--- src/rtl/adc_ctrl_pkg.sv ---
// Shared types for the converter handshake controller.
package adc_ctrl_pkg;

    // Sequencer phases: idle, start pulse driven, waiting for completion.
    typedef enum logic [1:0] {
        SEQ_IDLE  = 2'd0,
        SEQ_PULSE = 2'd1,
        SEQ_WAIT  = 2'd2
    } seq_state_t;

endpackage

--- src/rtl/adc_dav_sync.sv ---
// Synchronizes the data-available line and detects its edges.
// The word bus (flag on top, data below) travels through a pipeline
// of the same depth, so each edge is reported with the word that was
// sampled alongside it. Assumes the word is stable for at least one clock
// around each data-available edge, as the converter's timing guarantees.
// Reset presets the line history to high (converter idle level).
module adc_dav_sync #(
    parameter int DATA_W      = 12,
    parameter int SYNC_STAGES = 2
) (
    input  logic              clk,
    input  logic              rst_n,
    input  logic              dav_async,
    input  logic [DATA_W:0]   word_async,
    output logic              dav_rise,
    output logic              dav_fall,
    output logic [DATA_W:0]   word_at_rise,
    output logic [DATA_W:0]   word_at_fall
);
    localparam int LAST = SYNC_STAGES;

    logic [LAST:0]   dav_pipe;
    logic [DATA_W:0] word_pipe [0:LAST];

    // Shift the data-available line through the sync flops plus one history flop.
    always_ff @(posedge clk) begin
        if (!rst_n) dav_pipe <= '1;
        else        dav_pipe <= {dav_pipe[LAST-1:0], dav_async};
    end

    // One word pipeline stage per line stage, kept in step with the line.
    for (genvar i = 0; i <= LAST; i++) begin : g_word_stage
        if (i == 0) begin : g_first
            always_ff @(posedge clk) begin
                if (!rst_n) word_pipe[0] <= '0;
                else        word_pipe[0] <= word_async;
            end
        end else begin : g_next
            always_ff @(posedge clk) begin
                if (!rst_n) word_pipe[i] <= '0;
                else        word_pipe[i] <= word_pipe[i-1];
            end
        end
    end

    assign dav_rise     =  dav_pipe[LAST-1] & ~dav_pipe[LAST];
    assign dav_fall     = ~dav_pipe[LAST-1] &  dav_pipe[LAST];
    assign word_at_rise = word_pipe[LAST-1];
    assign word_at_fall = word_pipe[LAST];

endmodule

--- src/rtl/adc_encode_seq.sv ---
// Start-pulse sequencer. From idle, a tick starts a pulse of ENC_CYCLES
// clocks, then the block waits for a detected rising edge. After
// timeout_limit+1 waiting cycles with no edge it pulses a timeout and
// returns to idle. An edge in the final waiting cycle wins over the timeout.
module adc_encode_seq
    import adc_ctrl_pkg::*;
#(
    parameter int ENC_CYCLES = 4,
    parameter int TO_W       = 16
) (
    input  logic            clk,
    input  logic            rst_n,
    input  logic            sample_tick,
    input  logic [TO_W-1:0] timeout_limit,
    input  logic            dav_rise,
    output logic            encode,
    output logic            busy,
    output logic            timeout_pulse
);
    localparam int ENC_W = $clog2(ENC_CYCLES + 1);
    localparam int CNT_W = (TO_W > ENC_W) ? TO_W : ENC_W;
    localparam logic [CNT_W-1:0] ENC_LAST = CNT_W'(ENC_CYCLES - 1);
    localparam logic [CNT_W-1:0] CNT_ONE  = CNT_W'(1);

    seq_state_t       state;
    logic [CNT_W-1:0] cnt;
    logic [CNT_W-1:0] limit_ext;
    logic             enc_q;
    logic             to_q;

    assign limit_ext = CNT_W'(timeout_limit);

    // Phase transitions, pulse-width counting and wait-limit counting.
    always_ff @(posedge clk) begin
        if (!rst_n) begin
            state <= SEQ_IDLE;
            cnt   <= '0;
            enc_q <= 1'b0;
            to_q  <= 1'b0;
        end else begin
            to_q <= 1'b0;
            unique case (state)
                SEQ_IDLE: begin
                    if (sample_tick) begin
                        state <= SEQ_PULSE;
                        cnt   <= '0;
                        enc_q <= 1'b1;
                    end
                end
                SEQ_PULSE: begin
                    if (cnt == ENC_LAST) begin
                        state <= SEQ_WAIT;
                        cnt   <= '0;
                        enc_q <= 1'b0;
                    end else begin
                        cnt <= cnt + CNT_ONE;
                    end
                end
                SEQ_WAIT: begin
                    if (dav_rise) begin
                        state <= SEQ_IDLE;
                        cnt   <= '0;
                    end else if (cnt == limit_ext) begin
                        state <= SEQ_IDLE;
                        cnt   <= '0;
                        to_q  <= 1'b1;
                    end else begin
                        cnt <= cnt + CNT_ONE;
                    end
                end
                default: begin
                    state <= SEQ_IDLE;
                    cnt   <= '0;
                    enc_q <= 1'b0;
                end
            endcase
        end
    end

    assign encode        = enc_q;
    assign busy          = (state != SEQ_IDLE);
    assign timeout_pulse = to_q;

endmodule

--- src/rtl/adc_result_latch.sv ---
// Holds the latest result (captured on a rising edge) with its range
// decode, and the earlier result seen on a falling edge. Each capture
// comes with a one-cycle strobe. Word layout: bit DATA_W is the
// out-of-range flag and bit DATA_W-1 is the data MSB.
module adc_result_latch #(
    parameter int DATA_W = 12
) (
    input  logic              clk,
    input  logic              rst_n,
    input  logic              dav_rise,
    input  logic              dav_fall,
    input  logic [DATA_W:0]   word_at_rise,
    input  logic [DATA_W:0]   word_at_fall,
    output logic              res_valid,
    output logic [DATA_W-1:0] res_data,
    output logic              res_otr,
    output logic              res_over,
    output logic              res_under,
    output logic              prev_valid,
    output logic [DATA_W-1:0] prev_data,
    output logic              prev_otr
);
    localparam int FLAG = DATA_W;
    localparam int MSB  = DATA_W - 1;

    // Latch the new result and decode its range on a rising edge.
    always_ff @(posedge clk) begin
        if (!rst_n) begin
            res_valid <= 1'b0;
            res_data  <= '0;
            res_otr   <= 1'b0;
            res_over  <= 1'b0;
            res_under <= 1'b0;
        end else begin
            res_valid <= dav_rise;
            if (dav_rise) begin
                res_data  <= word_at_rise[MSB:0];
                res_otr   <= word_at_rise[FLAG];
                res_over  <= word_at_rise[FLAG] &  word_at_rise[MSB];
                res_under <= word_at_rise[FLAG] & ~word_at_rise[MSB];
            end
        end
    end

    // Latch the word still on the bus when the line falls.
    always_ff @(posedge clk) begin
        if (!rst_n) begin
            prev_valid <= 1'b0;
            prev_data  <= '0;
            prev_otr   <= 1'b0;
        end else begin
            prev_valid <= dav_fall;
            if (dav_fall) begin
                prev_data <= word_at_fall[MSB:0];
                prev_otr  <= word_at_fall[FLAG];
            end
        end
    end

endmodule

--- src/rtl/adc_handshake_ctrl.sv ---
// Top of the converter handshake controller: start-pulse sequencer,
// data-available synchronizer and result latches. At elaboration it checks
// that ENC_CYCLES * CLK_PERIOD_PS is at least ENC_MIN_PS and below ENC_MAX_PS.
module adc_handshake_ctrl #(
    parameter int DATA_W        = 12,
    parameter int SYNC_STAGES   = 2,
    parameter int CLK_PERIOD_PS = 5000,
    parameter int ENC_CYCLES    = 4,
    parameter int ENC_MIN_PS    = 20000,
    parameter int ENC_MAX_PS    = 30000,
    parameter int TO_W          = 16
) (
    input  logic              clk,
    input  logic              rst_n,
    input  logic              sample_tick,
    input  logic [TO_W-1:0]   timeout_limit,
    output logic              adc_encode,
    input  logic              adc_dav,
    input  logic [DATA_W-1:0] adc_data,
    input  logic              adc_otr,
    output logic              busy,
    output logic              timeout_err,
    output logic              res_valid,
    output logic [DATA_W-1:0] res_data,
    output logic              res_otr,
    output logic              res_over,
    output logic              res_under,
    output logic              prev_valid,
    output logic [DATA_W-1:0] prev_data,
    output logic              prev_otr
);
    localparam int ENC_PS = ENC_CYCLES * CLK_PERIOD_PS;

    if (ENC_CYCLES < 1 || ENC_PS < ENC_MIN_PS || ENC_PS >= ENC_MAX_PS) begin : g_bad_pulse_width
        $error("start pulse width %0d ps outside [%0d, %0d) ps", ENC_PS, ENC_MIN_PS, ENC_MAX_PS);
    end
    if (SYNC_STAGES < 2) begin : g_bad_sync_depth
        $error("synchronizer needs at least two stages");
    end

    logic            dav_rise;
    logic            dav_fall;
    logic [DATA_W:0] word_at_rise;
    logic [DATA_W:0] word_at_fall;

    adc_dav_sync #(
        .DATA_W      (DATA_W),
        .SYNC_STAGES (SYNC_STAGES)
    ) i_sync (
        .clk          (clk),
        .rst_n        (rst_n),
        .dav_async    (adc_dav),
        .word_async   ({adc_otr, adc_data}),
        .dav_rise     (dav_rise),
        .dav_fall     (dav_fall),
        .word_at_rise (word_at_rise),
        .word_at_fall (word_at_fall)
    );

    adc_encode_seq #(
        .ENC_CYCLES (ENC_CYCLES),
        .TO_W       (TO_W)
    ) i_seq (
        .clk           (clk),
        .rst_n         (rst_n),
        .sample_tick   (sample_tick),
        .timeout_limit (timeout_limit),
        .dav_rise      (dav_rise),
        .encode        (adc_encode),
        .busy          (busy),
        .timeout_pulse (timeout_err)
    );

    adc_result_latch #(
        .DATA_W (DATA_W)
    ) i_latch (
        .clk          (clk),
        .rst_n        (rst_n),
        .dav_rise     (dav_rise),
        .dav_fall     (dav_fall),
        .word_at_rise (word_at_rise),
        .word_at_fall (word_at_fall),
        .res_valid    (res_valid),
        .res_data     (res_data),
        .res_otr      (res_otr),
        .res_over     (res_over),
        .res_under    (res_under),
        .prev_valid   (prev_valid),
        .prev_data    (prev_data),
        .prev_otr     (prev_otr)
    );

endmodule

--- config.mk ---
export PLATFORM = sky130hd
export DESIGN_NAME = adc_handshake_ctrl
export DESIGN_NICKNAME = d
export VERILOG_FILES = /design/src/rtl/adc_ctrl_pkg.sv /design/src/rtl/adc_dav_sync.sv /design/src/rtl/adc_encode_seq.sv /design/src/rtl/adc_result_latch.sv /design/src/rtl/adc_handshake_ctrl.sv
export SDC_FILE = /design/constraint.sdc
export NUM_CORES = 1
export LEC_CHECK = 0
export BUFFER_PORTS_ARGS = -buffer_cell sky130_fd_sc_hd__clkbuf_2
export CAP_MARGIN = 5
export CORE_MARGIN = 1.5
export CORE_UTILIZATION = 45
export DETAILED_ROUTE_END_ITERATION = 6
export GPL_TIMING_DRIVEN = 0
export HOLD_SLACK_MARGIN = 0.08
export MAX_ROUTING_LAYER = met4
export PLACE_DENSITY = 0.71
export SETUP_SLACK_MARGIN = 0.5
export SYNTH_ARGS = -nofsm -noshare
export SYNTH_HDL_FRONTEND = slang
export SYNTH_SLANG_ARGS = --single-unit
export TNS_END_PERCENT = 20
--- constraint.sdc ---
create_clock -name clk -period 2.24 [get_ports clk]
set_input_delay 0.224 -clock clk [delete_from_list [all_inputs] [get_ports clk]]
set_output_delay 0.224 -clock clk [all_outputs]
set_load 0.005 [all_outputs]
======== Word level (Yosys, flattened, before mapping) ========
Memory sizes are Yosys's and may differ from the RTL's. A register that Yosys moved wholly into a read port is not among the register bits.
Cells that the tools add are included.
Widths: inputs -> output; s select.
cells by class
  add/sub/neg operators ................... 1
  equality and inequality tests ........... 7
  reductions and logical operators ........ 6
  bitwise operators ....................... 12
  multiplexer cells ....................... 19
operators by type and width
  cell                   number
  $mux 16                4
  $pmux 16 s3            1
  $mux 13                3
  $add 16x1->16 const B  1
  $eq 16x16->1           1
  $eq 16x2->1 const B    1
  $mux 2                 4
  $pmux 2 s3             1
  $reduce_and 3->1       2
  $mux 1                 5
  $not 1->1              5
  $and 1x1->1            4
  $ne 3x1->1 const B     1
  $or 1x1->1             3
  $pmux 1 s3             1
  $reduce_or 3->1        1
  $eq 2x1->1 const B     1
  $eq 2x2->1 const B     1
  $logic_not 2->1        1
  $ne 2x1->1 const B     1
  $ne 2x2->1 const B     1
  $reduce_bool 2->1      1
  $logic_not 1->1        1
storage, ports and cells
  memories ................................ 1
  bits of input ports ..................... 33
  flip-flop bits (word level) ............. 40
  bits in writable memories ............... 39
  output and inout port bits .............. 33
  word-level logic and storage cells ...... 57
memories
  name              depth  width  rd ports  clocked after Yosys merged registers in  wr ports  RTL line            source
  i_sync.word_pipe  3      13     3         1                                        3         adc_dav_sync.sv:23  logic [DATA_W:0] word_pipe [0:LAST];

======== Logic depth before layout (Yosys ltp) ========
Gate-level depths: netlist of run 1.
  depth in word-level cells ............... 4
  gate-level depth with buffers ........... 8
  depth with buffers taken out ............ 8

======== Hierarchy ========
Synthesis of run 1 repeated with hierarchy kept, for this count alone.
second synthesis, totals
  cells, all modules ...................... 351
  area total of the unflattened synthesis .. 3651.0 um^2
by module, submodules not included
  module            area an instance (um^2)  seq. area each (um^2)  cells an instance  instances
  adc_encode_seq    1371.3                   400.4                  164                1
  adc_result_latch  1143.6                   600.6                  97                 1
  adc_dav_sync      1136.1                   840.8                  90                 1

======== Least setup slack after synthesis of run 1 ========
No wires, ideal clock.
  kind .................................... flip-flop to flip-flop
  from .................................... register i_seq.cnt[3]
  to ...................................... register i_seq.cnt[2]
  stages on the path, launching flop included .. 9
  setup time .............................. 124 ps
  setup slack ............................. 460 ps
  arrival ................................. 1656 ps
  clock period less this slack ............ 1780 ps
  required time ........................... 2116 ps
  buffers on the path ..................... 2
  cells stage by stage .................... dfxtp_1 > buf_6 > xnor2_2 > nand4_1 > nor4_4 > o21ai_4 > buf_6 > a21oi_2 > o32ai_1
on the way
  longest elaborated chain between the ends .. 4
  elaborated cells on any way between the ends .. 6
  classes of those cells .................. eq/ne (2); mux (4)
ends and longest elaborated chain
  what                    RTL line              source
  from (decl)             adc_encode_seq.sv:26  logic [CNT_W-1:0] cnt;
  from (signal assigned)  adc_encode_seq.sv:56  cnt <= cnt + CNT_ONE;
  from (signal assigned)  adc_encode_seq.sv:68  cnt <= cnt + CNT_ONE;
  $eq 16x16->1            adc_encode_seq.sv:63  end else if (cnt == limit_ext) begin
  $mux 16                 adc_encode_seq.sv:63
  $mux 16                 adc_encode_seq.sv:60  if (dav_rise) begin
  $pmux 16 s3 (*)         adc_encode_seq.sv:42  unique case (state)
Mark *: on every way between the ends. The rest lies on a longest branch, timed or not.
A chain may end at the register's enable or synchronous reset.

======== Final worst setup path of run 1 ========
  from .................................... register i_seq.cnt[6]
  to ...................................... register i_seq.cnt[10]
on the way
  longest elaborated chain between the ends .. 4
  elaborated cells on any way between the ends .. 7
  classes of those cells .................. add/sub (1); eq/ne (2); mux (4)
ends and longest elaborated chain
  what                                           RTL line
  $add 16x1->16 or $eq 16x16->1 (tied branches)  adc_encode_seq.sv:56, adc_encode_seq.sv:68, adc_encode_seq.sv:63
  $mux 16                                        adc_encode_seq.sv:63
  $mux 16                                        adc_encode_seq.sv:60
  $pmux 16 s3 (*)                                adc_encode_seq.sv:42
Marked as above.

==> results of run 1 <==
-- per-stage QoR --
step / hold WS, ps / utilization (%) / power, mW / setup slack [ps] / area (sq um)
final: 215.1 / 59.76 / 3.287 / 389.0 / 4618
after global routing: 271.5 / 59.76 / 3.439 / 287.3 / 4618
after CTS: 81.83 / 58.40 / 3.290 / 364.8 / 4513
after detailed placement: 397.0 / 52.51 / 2.089 / 177.9 / 4058
after global placement: 399.8 / 52.51 / 2.077 / 210.7 / 4058
after floorplan: 325.5 / - / 1.973 / 500.8 / 3605
-- power by group through the flow --
stage               logic (mW)  registers, mW  clock network (mW)
finish                   0.415           1.70                1.17
CTS                      0.392           1.70                1.20
global route             0.459           1.71                1.27
detailed placement       0.348           1.74                   0
global placement         0.337           1.74                   0
floorplan                0.237           1.74                   0
-- cells by family after synthesis --
logic type	after synthesis
and+or+nand+nor	183
buffers and inverters	32
DFF	92
adders and majority gates	4
AOI/OAI and AO/OA	65
xor gates and xnor gates	18
-- state kept, by name (all words and copies together) (netlist names) --
name,count
i_sync.word_pipe,39
i_seq.cnt,16
i_latch.prev_data,12
i_latch.res_data,12
i_sync.dav_pipe,3
i_seq.state,2
i_latch.prev_otr,1
i_latch.prev_valid,1
i_latch.res_otr,1
i_latch.res_over,1
i_latch.res_under,1
i_latch.res_valid,1
i_seq.encode,1
i_seq.timeout_pulse,1
-- repair_timing --
item,CTS,global route
gates resized for setup,21,11
setup buffers,4,4
endpoints found under the hold margin,12,2
cloned,3,0
endpoints found under the setup margin,19,29
hold buffers,12,2
pin swaps,11,11
-- worst min path at each step --
stage	cells after the start	startpoint	to	slack [ps]
final	3	sample_tick	i_seq.encode$_SDFFE_PN0P_	220
after global routing	3	sample_tick	i_seq.encode$_SDFFE_PN0P_	270
after CTS	2	adc_data[8]	i_sync.word_pipe[0][8]$_SDFF_PN0_	80
after detailed placement	1	i_sync.dav_pipe[0]$_SDFF_PN1_	i_sync.dav_pipe[1]$_SDFF_PN1_	400
after global placement	1	i_sync.dav_pipe[0]$_SDFF_PN1_	i_sync.dav_pipe[1]$_SDFF_PN1_	400
after floorplan	1	adc_dav	i_sync.dav_pipe[0]$_SDFF_PN1_	330
-- layout by cell type (no fill, tap or decap), types with 5 or more instances in the layout --
cell type	count
inv_1	8
a21oi_2	5
clkbuf_8	9
nor2_1	6
and2_1	41
nand2_1	80
clkbuf_2	65
clkbuf_1	13
a21oi_1	34
xnor2_1	11
dfxtp_2	6
nand4_1	7
buf_4	6
buf_6	8
xnor2_2	6
dlygate4sd3_1	14
dfxtp_1	84
nand3_1	9
-- metal layers --
layer | up-vias | GRT usage [%] | part of all wire (%)
li1 | 1519 | - | -
met1 | 1349 | 26.40 | 45
met2 | 105 | 30.58 | 47
met3 | 15 | 5.829 | 6.5
met4 | 0 | 7.692 | 1.8
met5 | - | - | 0
-- area by class of cell --
class,count,area [sq um],area share [%]
sequential,92,1857,40.21
inverter,9,33.78,0.7315
clock inverter,7,92.59,2.005
timing repair buffer,89,546.8,11.84
tap,102,127.6,2.763
multi-input combinational,271,1698,36.77
buffer,23,138.9,3.007
clock buffer,9,123.9,2.682
-- tightest hold or removal path: stages --
cell and delay, ps:
clkbuf_2 100, a31oi_1 160, a311oi_1 60
==> flow_metrics.py, run 1 <==
metrics = {
    "placed_design": {
        "port_buffers": 65,
        "place.detailed.hpwl_um": 5626,
        "weighted_congestion_at_the_end_of_routability_driven_global_placement": 0.8744,
        "place_inst": 561,
    },
    "timing": {
        "count_of_endpoints_failing_setup_in_the_final_report": 0,
        "max_slew_margin_pct": 62.50,
        "finalHoldViolCount": 0,
        "tightest_slew_ps": 562.5,
        "timing.clock.skew_ps": 15.93,
        "rsz0062_at_grt": "yes",
        "fmax_mhz": 540.2,
        "setup_total_negative_slack_ps": 0,
        "final.period_utilization_pct": 82.64,
        "timing_max_transition_violations_final": 0,
        "final_period_minus_worst_setup_slack_ps": 1851,
    },
    "synth": {
        "largest_family_of_logic_cells_by_synthesized_area": "simple AND/OR/NAND/NOR gates",
        "yosys.area.top_type_share_pct": 51.24,
        "yosys.area_share.adder_pct": 1.392,
        "synth_async_sr_flop_share_pct": 0,
        "postSynthAreaPerCell_sq_um": 9.124,
        "share_of_the_yosys_chip_area_belonging_to_registers_pct": 51.24,
        "ys.flop_type": "dfxtp_1",
        "yosys.area.top_type": "dfxtp_1",
        "syn_area_sq_mm": 0.003595,
        "yosysWarnings": 0,
        "synth-compound-area-share_pct": 11.49,
        "yosysMostFrequentCell": "dfxtp_1",
        "yosys.area_share.xor_xnor_pct": 4.595,
        "yosys-top-cells-count": "dfxtp_1, nand2_1, and2_1",
        "number_of_storage_elements_in_the_synthesis_netlist": 92,
        "yosysUniqueCellTypes": 49,
        "cell_types_occupying_the_most_area_after_synthesis": "dfxtp_1, nand2_1, and2_1, a21oi_1, xnor2_1",
        "synthesized_netlist_cell_count": 394,
        "synth_simple_gate_area_share_pct": 26.70,
        "yosys-mux-area-fraction_pct": 0,
        "synth-edff-count": 0,
        "synthesis.nets": 431,
    },
    "route": {
        "vias_per_cell": 4.963,
        "detail-route-antenna-nets": 0,
        "route.final.wire_length_um": 8097,
        "drt_drc_violations_left": 0,
        "wire_per_inst_um": 13.45,
        "dr_iter_0_viols": 183,
        "firstDrtPassIters": 4,
        "dr_total_vias": 2988,
    },
    "setup_path": {
        "number_of_cells_on_the_critical_path": 8,
        "critPathTopFamily": "simple AND/OR/NAND/NOR gates",
        "crit_path_top_delay_cell": "or4b_1",
        "worst-endpoint-arrival_ps": 2160,
        "crit_end": "i_seq.cnt[10]$_SDFFE_PN0P_",
        "r2r_cells": 8,
        "worstSetupPathType": "reg2reg",
        "timing.critical_path.buf_inv": 2,
        "critical_path.max_fanout": 8,
        "timing.critical_path.slowest_cell_delay_ps": 470,
        "timing.rr.end": "i_seq.cnt[10]$_SDFFE_PN0P_",
        "worst_ep_required_time_ps": 2550,
        "timing.reg2reg.setup_slack_ps": 390,
        "crit_top_cell": "buf_6",
        "critPathLaunch": "i_seq.cnt[6]$_SDFFE_PN0P_",
        "timing.critical_path.cells": "buf_6 > xnor2_1 > nand4_1 > nor4_4 > buf_6 > o31ai_4 > or4b_1 > o21ai_1",
        "worst_setup_path_end_kind": "flop",
        "critical_path.reg2reg.startpoint": "i_seq.cnt[6]$_SDFFE_PN0P_",
        "startpoint_kind_of_the_worst_setup_timing_path": "flop",
    },
    "clock_tree": {
        "cts_num_sinks": 92,
        "clkSlewWorstSetupHoldPaths_ps": 100,
        "cts-htree-levels": 3,
        "cts_tree": "yes",
        "numCtsBuffers": 9,
        "cts-root-to-sink-buffers": 2,
        "ctsRootBufferMaster": "clkbuf_8",
        "clk-insertion-delay-late_ps": 370,
    },
    "pwr": {
        "power.combinational.fraction_pct": 12.6,
        "pwr-share-seq_pct": 51.8,
        "intPower_mw": 2.407,
        "power.ir.vdd_worst_uv": 454.2,
        "proportion_of_total_power_due_to_net_switching_pct": 26.75,
        "power.clock.fraction_pct": 35.5,
        "net-switching-power_mw": 0.8791,
        "pwr_density_cell_mw_per_mm2": 711.7,
        "power_leakage_nw": 1.809,
    },
    "floorplanning": {
        "die_extent_in_x_um": 92.38,
        "die_h_um": 92.38,
        "pin_count": 66,
        "die-area_sq_mm": 0.008533,
        "initial_util_pct": 46.52,
        "placement_rows": 32,
        "coreArea_sq_mm": 0.007727,
    },
    "run": {
        "number_of_max_capacitance_violations_reported": 0,
    },
    "layout": {
        "num_antenna_cells": 0,
        "layout-drive-gt1-share_pct": 27.60,
        "area.growth.synth_to_final_pct": 28.47,
        "final_cells": 602,
        "final_net_count": 532,
        "fillers": 651,
    },
    "hold_path": {
        "hp-class": "in2reg",
    },
    "global_route": {
        "groute.usage.overall_pct": 20.49,
        "first_pass_grt_wire_length_um": 13340,
        "grt_antenna_before_repair": 0,
        "overflow": 0,
        "grt_pass1_vias": 2893,
        "maximum_number_of_pins_on_one_net_before_global_route_repair": 19,
    },
    "run_status": {
        "outcome": "finished, final reports clean",
    },
}
Note: power is estimated with default switching activity, not from simulation.
==> run 2: changes to the inputs <==
- PLACE_DENSITY: 0.71 -> 0.73
- clock period: 2.24 -> 1.5 ns (I/O delays scaled with it)
==> run 2 against run 1 <==
The run now ends with setup timing left; combinational power is 81% higher; total power grew 47%; clock skew decreased by 6.7 ps; critical path depth up 1; register-to-register slack lost 710 ps; sequential share of layout area fell by 1.3 points; die area is the same; cell area is 5.2% higher; sequential power is 49% higher; flip-flop and latch count did not move; clock power rose by 32%; worst hold slack worse by 52 ps; largest power group unchanged.
==> flow_metrics.py, run 2 (synthesis results as in run 1) <==
metrics = {
    "pwr": {
        "pwr-share-seq_pct": 52.7,
        "net-switching-power_mw": 1.360,
        "power.ir.vdd_worst_uv": 793.3,
        "intPower_mw": 3.471,
        "proportion_of_total_power_due_to_net_switching_pct": 28.15,
        "power_leakage_nw": 1.891,
        "p_total_mw": 4.831,
        "power.combinational.fraction_pct": 15.6,
        "pwr_density_cell_mw_per_mm2": 994.6,
        "power.clock.fraction_pct": 31.8,
    },
    "layout": {
        "layout.cells.most_common_list": "nand2_1, clkbuf_2, dfxtp_1",
        "layout-drive-gt1-share_pct": 37.50,
        "post-route-util_pct": 62.86,
        "regMostFlops": "i_sync.word_pipe",
        "mostFrequentLayoutCell": "nand2_1",
        "fillers": 617,
        "num_antenna_cells": 0,
        "reg.largest.list": "i_sync.word_pipe: 39 flops, i_seq.cnt: 16 flops",
        "area.growth.synth_to_final_pct": 35.12,
        "largest_reg_flops": 39,
        "final_net_count": 536,
        "final_cells": 606,
    },
    "setup_path": {
        "startpoint_kind_of_the_worst_setup_timing_path": "flop",
        "timing.critical_path.buf_inv": 3,
        "crit_path_top_delay_cell": "dfxtp_2",
        "timing.critical_path.slowest_cell_delay_ps": 330,
        "timing.critical_path.cells": "buf_6 > buf_6 > nor4b_4 > nand4_1 > nand2_2 > o21ai_4 > buf_6 > a21oi_4 > o32ai_2",
        "worst-endpoint-arrival_ps": 2090,
        "crit_top_cell": "buf_6",
        "worst_setup_path_end_kind": "flop",
        "worst_ep_required_time_ps": 1760,
        "worstSetupPathType": "reg2reg",
        "critical_path.max_fanout": 7,
        "critPathTopFamily": "simple AND/OR/NAND/NOR gates",
    },
    "global_route": {
        "groute.usage.overall_pct": 21.16,
        "maximum_number_of_pins_on_one_net_before_global_route_repair": 17,
        "grt_antenna_before_repair": 0,
        "grt_pass1_vias": 2948,
        "overflow": 0,
        "first_pass_grt_wire_length_um": 13660,
    },
    "timing": {
        "max_slew_margin_pct": 64.02,
        "rsz0062_at_grt": "yes",
        "hold-worst-slack_ps": 162.9,
        "count_of_endpoints_failing_setup_in_the_final_report": 20,
        "timing.clock.skew_ps": 9.212,
        "timing_max_transition_violations_final": 0,
        "final.setup.worst_slack_ps": -324.2,
        "final.period_utilization_pct": 121.6,
        "final_period_minus_worst_setup_slack_ps": 1824,
        "finalHoldViolCount": 0,
        "tightest_slew_ps": 539.7,
        "fmax_mhz": 548.2,
    },
    "floorplanning": {
        "pin_count": 66,
        "placement_rows": 32,
        "initial_util_pct": 46.52,
        "die_h_um": 92.38,
        "die_extent_in_x_um": 92.38,
        "die-area_sq_mm": 0.008533,
        "coreArea_sq_mm": 0.007727,
    },
    "run_status": {
        "failed_checks": "setup timing",
        "outcome": "finished with violations",
    },
    "clock_tree": {
        "cts_num_sinks": 92,
        "cts-htree-levels": 3,
        "clkSlewWorstSetupHoldPaths_ps": 90,
        "cts_tree": "yes",
        "cts-root-to-sink-buffers": 2,
        "ctsRootBufferMaster": "clkbuf_8",
        "numCtsBuffers": 9,
        "clk-insertion-delay-late_ps": 370,
    },
    "route": {
        "dr_iter_0_viols": 176,
        "vias_per_cell": 5.059,
        "detail-route-antenna-nets": 0,
        "drt_drc_violations_left": 0,
        "dr_total_vias": 3066,
        "firstDrtPassIters": 5,
        "route.final.wire_length_um": 8710,
        "wire_per_inst_um": 14.37,
    },
    "placed_design": {
        "place.detailed.hpwl_um": 5708,
        "weighted_congestion_at_the_end_of_routability_driven_global_placement": 0.8992,
        "place_inst": 561,
        "port_buffers": 65,
    },
    "run": {
        "number_of_max_capacitance_violations_reported": 0,
    },
    "hold_path": {
        "hp-class": "in2reg",
    },
}
-- run 2: timing repair --
action,4_1_cts,5_1_grt
gates cloned,2,0
endpoints found under the hold margin,14,0
pin swaps,12,19
resized for setup,49,49
setup buffers,8,5
hold buffers,14,0
setup endpoints to repair,58,79
-- run 2: through the flow --
stage	TNS, ps	instance area, sq um	setup slack (ps)
2_1_floorplan	-3139	3645	-210.5
3_3_place_gp	-8700	4098	-537.0
3_5_place_dp	-10480	4098	-618.6
4_1_cts	-5557	4648	-357.9
5_1_grt	-7861	4857	-458.4
6_report	-5557	4857	-324.2
-- run 2: final cells by class --
type / instances / area (sq um) / share of cell area [%]
clock inverters: 6 / 46.29 / 0.9531
inverters: 9 / 33.78 / 0.6955
clock buffers: 10 / 127.6 / 2.628
well taps: 102 / 127.6 / 2.628
multi-input cells: 271 / 1846 / 38.00
repair buffers: 93 / 605.6 / 12.47
plain buffers: 23 / 181.4 / 3.735
flip-flops and latches: 92 / 1889 / 38.90
-- run 2: worst paths after layout --
kind / cells after the start / slack (ps) / startpoint / endpoint
worst max-delay path: 9 / -320 / i_seq.cnt[2]$_SDFFE_PN0P_ / i_seq.cnt[2]$_SDFFE_PN0P_
worst min-delay path: 3 / 160 / sample_tick / i_seq.encode$_SDFFE_PN0P_
worst max register to register: 9 / -320 / i_seq.cnt[2]$_SDFFE_PN0P_ / i_seq.cnt[2]$_SDFFE_PN0P_
worst min register to register: 1 / 430 / i_sync.dav_pipe[0]$_SDFF_PN1_ / i_sync.dav_pipe[1]$_SDFF_PN1_
-- run 2: metal layers --
| layer | vias to the layer above | GRT usage (%) | part of all wire (%) | routed length (um) |
|---|---|---|---|---|
| met5 | - | - | 0 | 0 |
| li1 | 1535 | - | - | - |
| met2 | 117 | 32.29 | 48 | 4149 |
| met4 | 0 | 11.03 | 2.1 | 185 |
| met3 | 17 | 3.777 | 5.9 | 510 |
| met1 | 1397 | 26.83 | 44 | 3864 |
-- run 2: power by group through the flow --
stage	logic (mW)	clock network (mW)	registers, mW
after floorplan	0.360	0	2.59
after global placement	0.508	0	2.60
after detailed placement	0.523	0	2.60
after CTS	0.654	1.55	2.54
after global routing	0.809	1.65	2.55
final	0.752	1.54	2.54
-- run 2: worst min-delay path, delay by kind of cell --
family	cells	cell delay (ps)
AO/OA/AOI/OAI	2	210
buffers and inverters	1	120
==> run 3: changes to the inputs <==
- CTS_BUF_LIST: not set -> sky130_fd_sc_hd__clkbuf_16
==> run 3 against run 2 <==
The flow still finishes with violations (setup timing); via count rose by 3.3%; flip-flop and latch count did not move; maximum frequency fell by 6.0%.
==> flow_metrics.py, run 3 (synthesis results as in run 1) <==
metrics = {
    "timing": {
        "hold-worst-slack_ps": 205.1,
        "timing.clock.skew_ps": 6.414,
        "timing_max_transition_violations_final": 0,
        "final.period_utilization_pct": 129.4,
        "final.setup.worst_slack_ps": -441.1,
        "finalHoldViolCount": 0,
        "rsz0062_at_grt": "yes",
        "max_slew_margin_pct": 66.37,
        "tightest_slew_ps": 504.5,
        "fmax_mhz": 515.2,
        "final_period_minus_worst_setup_slack_ps": 1941,
        "count_of_endpoints_failing_setup_in_the_final_report": 20,
    },
    "pwr": {
        "power.ir.vdd_worst_uv": 844.3,
        "pwr_density_cell_mw_per_mm2": 1098,
        "power_leakage_nw": 1.920,
    },
    "layout": {
        "regMostFlops": "i_sync.word_pipe",
        "layout.cells.most_common_list": "nand2_1, dfxtp_1, clkbuf_2",
        "post-route-cell-area_sq_mm": 0.004892,
        "mostFrequentLayoutCell": "nand2_1",
        "largest_reg_flops": 39,
        "fillers": 623,
        "num_antenna_cells": 0,
        "area.growth.synth_to_final_pct": 36.09,
        "final_net_count": 536,
        "layout-drive-gt1-share_pct": 32.94,
        "reg.largest.list": "i_sync.word_pipe: 39 flops, i_seq.cnt: 16 flops",
    },
    "placed_design": {
        "place.detailed.hpwl_um": 5708,
        "weighted_congestion_at_the_end_of_routability_driven_global_placement": 0.8992,
        "placement.setup.worst_slack_ps": -618.6,
        "dpl-instance-area_sq_mm": 0.004098,
        "port_buffers": 65,
    },
    "route": {
        "route.final.wire_length_um": 9076,
        "drt_drc_violations_left": 0,
        "dr_iter_0_viols": 242,
        "wire_per_inst_um": 14.98,
        "dr_total_vias": 3166,
        "firstDrtPassIters": 6,
        "detail-route-antenna-nets": 0,
        "vias_per_cell": 5.224,
    },
    "clock_tree": {
        "cts-root-to-sink-buffers": 2,
        "clkSlewWorstSetupHoldPaths_ps": 70,
        "cts_tree": "yes",
        "ctsRootBufferMaster": "clkbuf_16",
        "clk-insertion-delay-late_ps": 340,
        "cts-htree-levels": 3,
        "cts_num_sinks": 92,
        "numCtsBuffers": 9,
    },
    "setup_path": {
        "critical_path.max_fanout": 7,
        "worstSetupPathType": "reg2reg",
        "worst-endpoint-arrival_ps": 2160,
        "worst_setup_path_end_kind": "flop",
        "worst_ep_required_time_ps": 1720,
        "startpoint_kind_of_the_worst_setup_timing_path": "flop",
    },
    "global_route": {
        "groute.usage.overall_pct": 21.68,
        "grt_antenna_before_repair": 0,
        "overflow": 0,
        "grt_pass1_vias": 3033,
        "maximum_number_of_pins_on_one_net_before_global_route_repair": 17,
        "first_pass_grt_wire_length_um": 14120,
    },
    "floorplanning": {
        "coreArea_sq_mm": 0.007727,
        "die-area_sq_mm": 0.008533,
        "die_h_um": 92.38,
        "pin_count": 66,
        "placement_rows": 32,
        "die_extent_in_x_um": 92.38,
        "initial_util_pct": 46.52,
    },
    "run_status": {
        "failed_checks": "setup timing",
        "outcome": "finished with violations",
    },
    "hold_path": {
        "hp-class": "in2reg",
    },
    "run": {
        "number_of_max_capacitance_violations_reported": 0,
    },
}
run 3: worst paths after layout:
path	start	endpoint	slack [ps]	cells after the start
max	i_seq.cnt[3]$_SDFFE_PN0P_	i_seq.cnt[9]$_SDFFE_PN0P_	-440	9
min	sample_tick	i_seq.encode$_SDFFE_PN0P_	210	3
max reg2reg	i_seq.cnt[3]$_SDFFE_PN0P_	i_seq.cnt[9]$_SDFFE_PN0P_	-440	9
min reg2reg	i_sync.dav_pipe[0]$_SDFF_PN1_	i_sync.dav_pipe[1]$_SDFF_PN1_	420	1
run 3: worst max-delay path, cell delays in order (launching register included):
cell and delay (ps):
dfxtp_2 320, buf_6 130, nor4_1 410, nand4_1 200, buf_6 180, nand2_2 90
o21ai_4 110, buf_6 160, a21oi_2 140, o22ai_1 80
run 3: report_power, final:
group	switching, mW	internal [mW]	leakage, nW
clock	0.964	1.13	0.139
sequential	0.0359	2.51	0.755
combinational	0.400	0.325	1.03
run 3: through the flow:
step / TNS (ps) / util [%] / instances / power (mW)
after floorplan: -3139 / - / 394 / 2.952
after global placement: -8700 / 53.03 / 561 / 3.107
after detailed placement: -10480 / 53.03 / 561 / 3.124
after CTS: -5462 / 61.54 / 601 / 5.329
after global routing: -7767 / 63.31 / 606 / 5.589
final: -7446 / 63.31 / 606 / 5.371
run 3: layout make-up:
cell class	instances	area [sq um]	area share, %
Multi-Input combinational cell	271	1812	37.03
Inverter	9	33.78	0.6905
Clock inverter	7	50.05	1.023
Timing Repair Buffer	93	589.3	12.05
Sequential cell	92	1862	38.06
Buffer	23	192.7	3.939
Tap cell	102	127.6	2.609
Clock buffer	9	225.2	4.604
run 3: routing by layer:
layer  GRT usage [%]  part of all wire (%)  vias up
met5               -                     0        -
met1           27.40                    43     1465
met4           8.462                   2.4        0
li1                -                     -     1534
met2           34.07                    48      140
met3           4.516                   5.7       27
run 3: timing repair:
action	4_1_cts	5_1_grt
hold buffers	14	0
gates cloned	2	0
gates resized for setup	44	28
endpoints found under the setup margin	47	67
buffers inserted	8	5
hold endpoints to repair	14	0
pin swaps	12	13
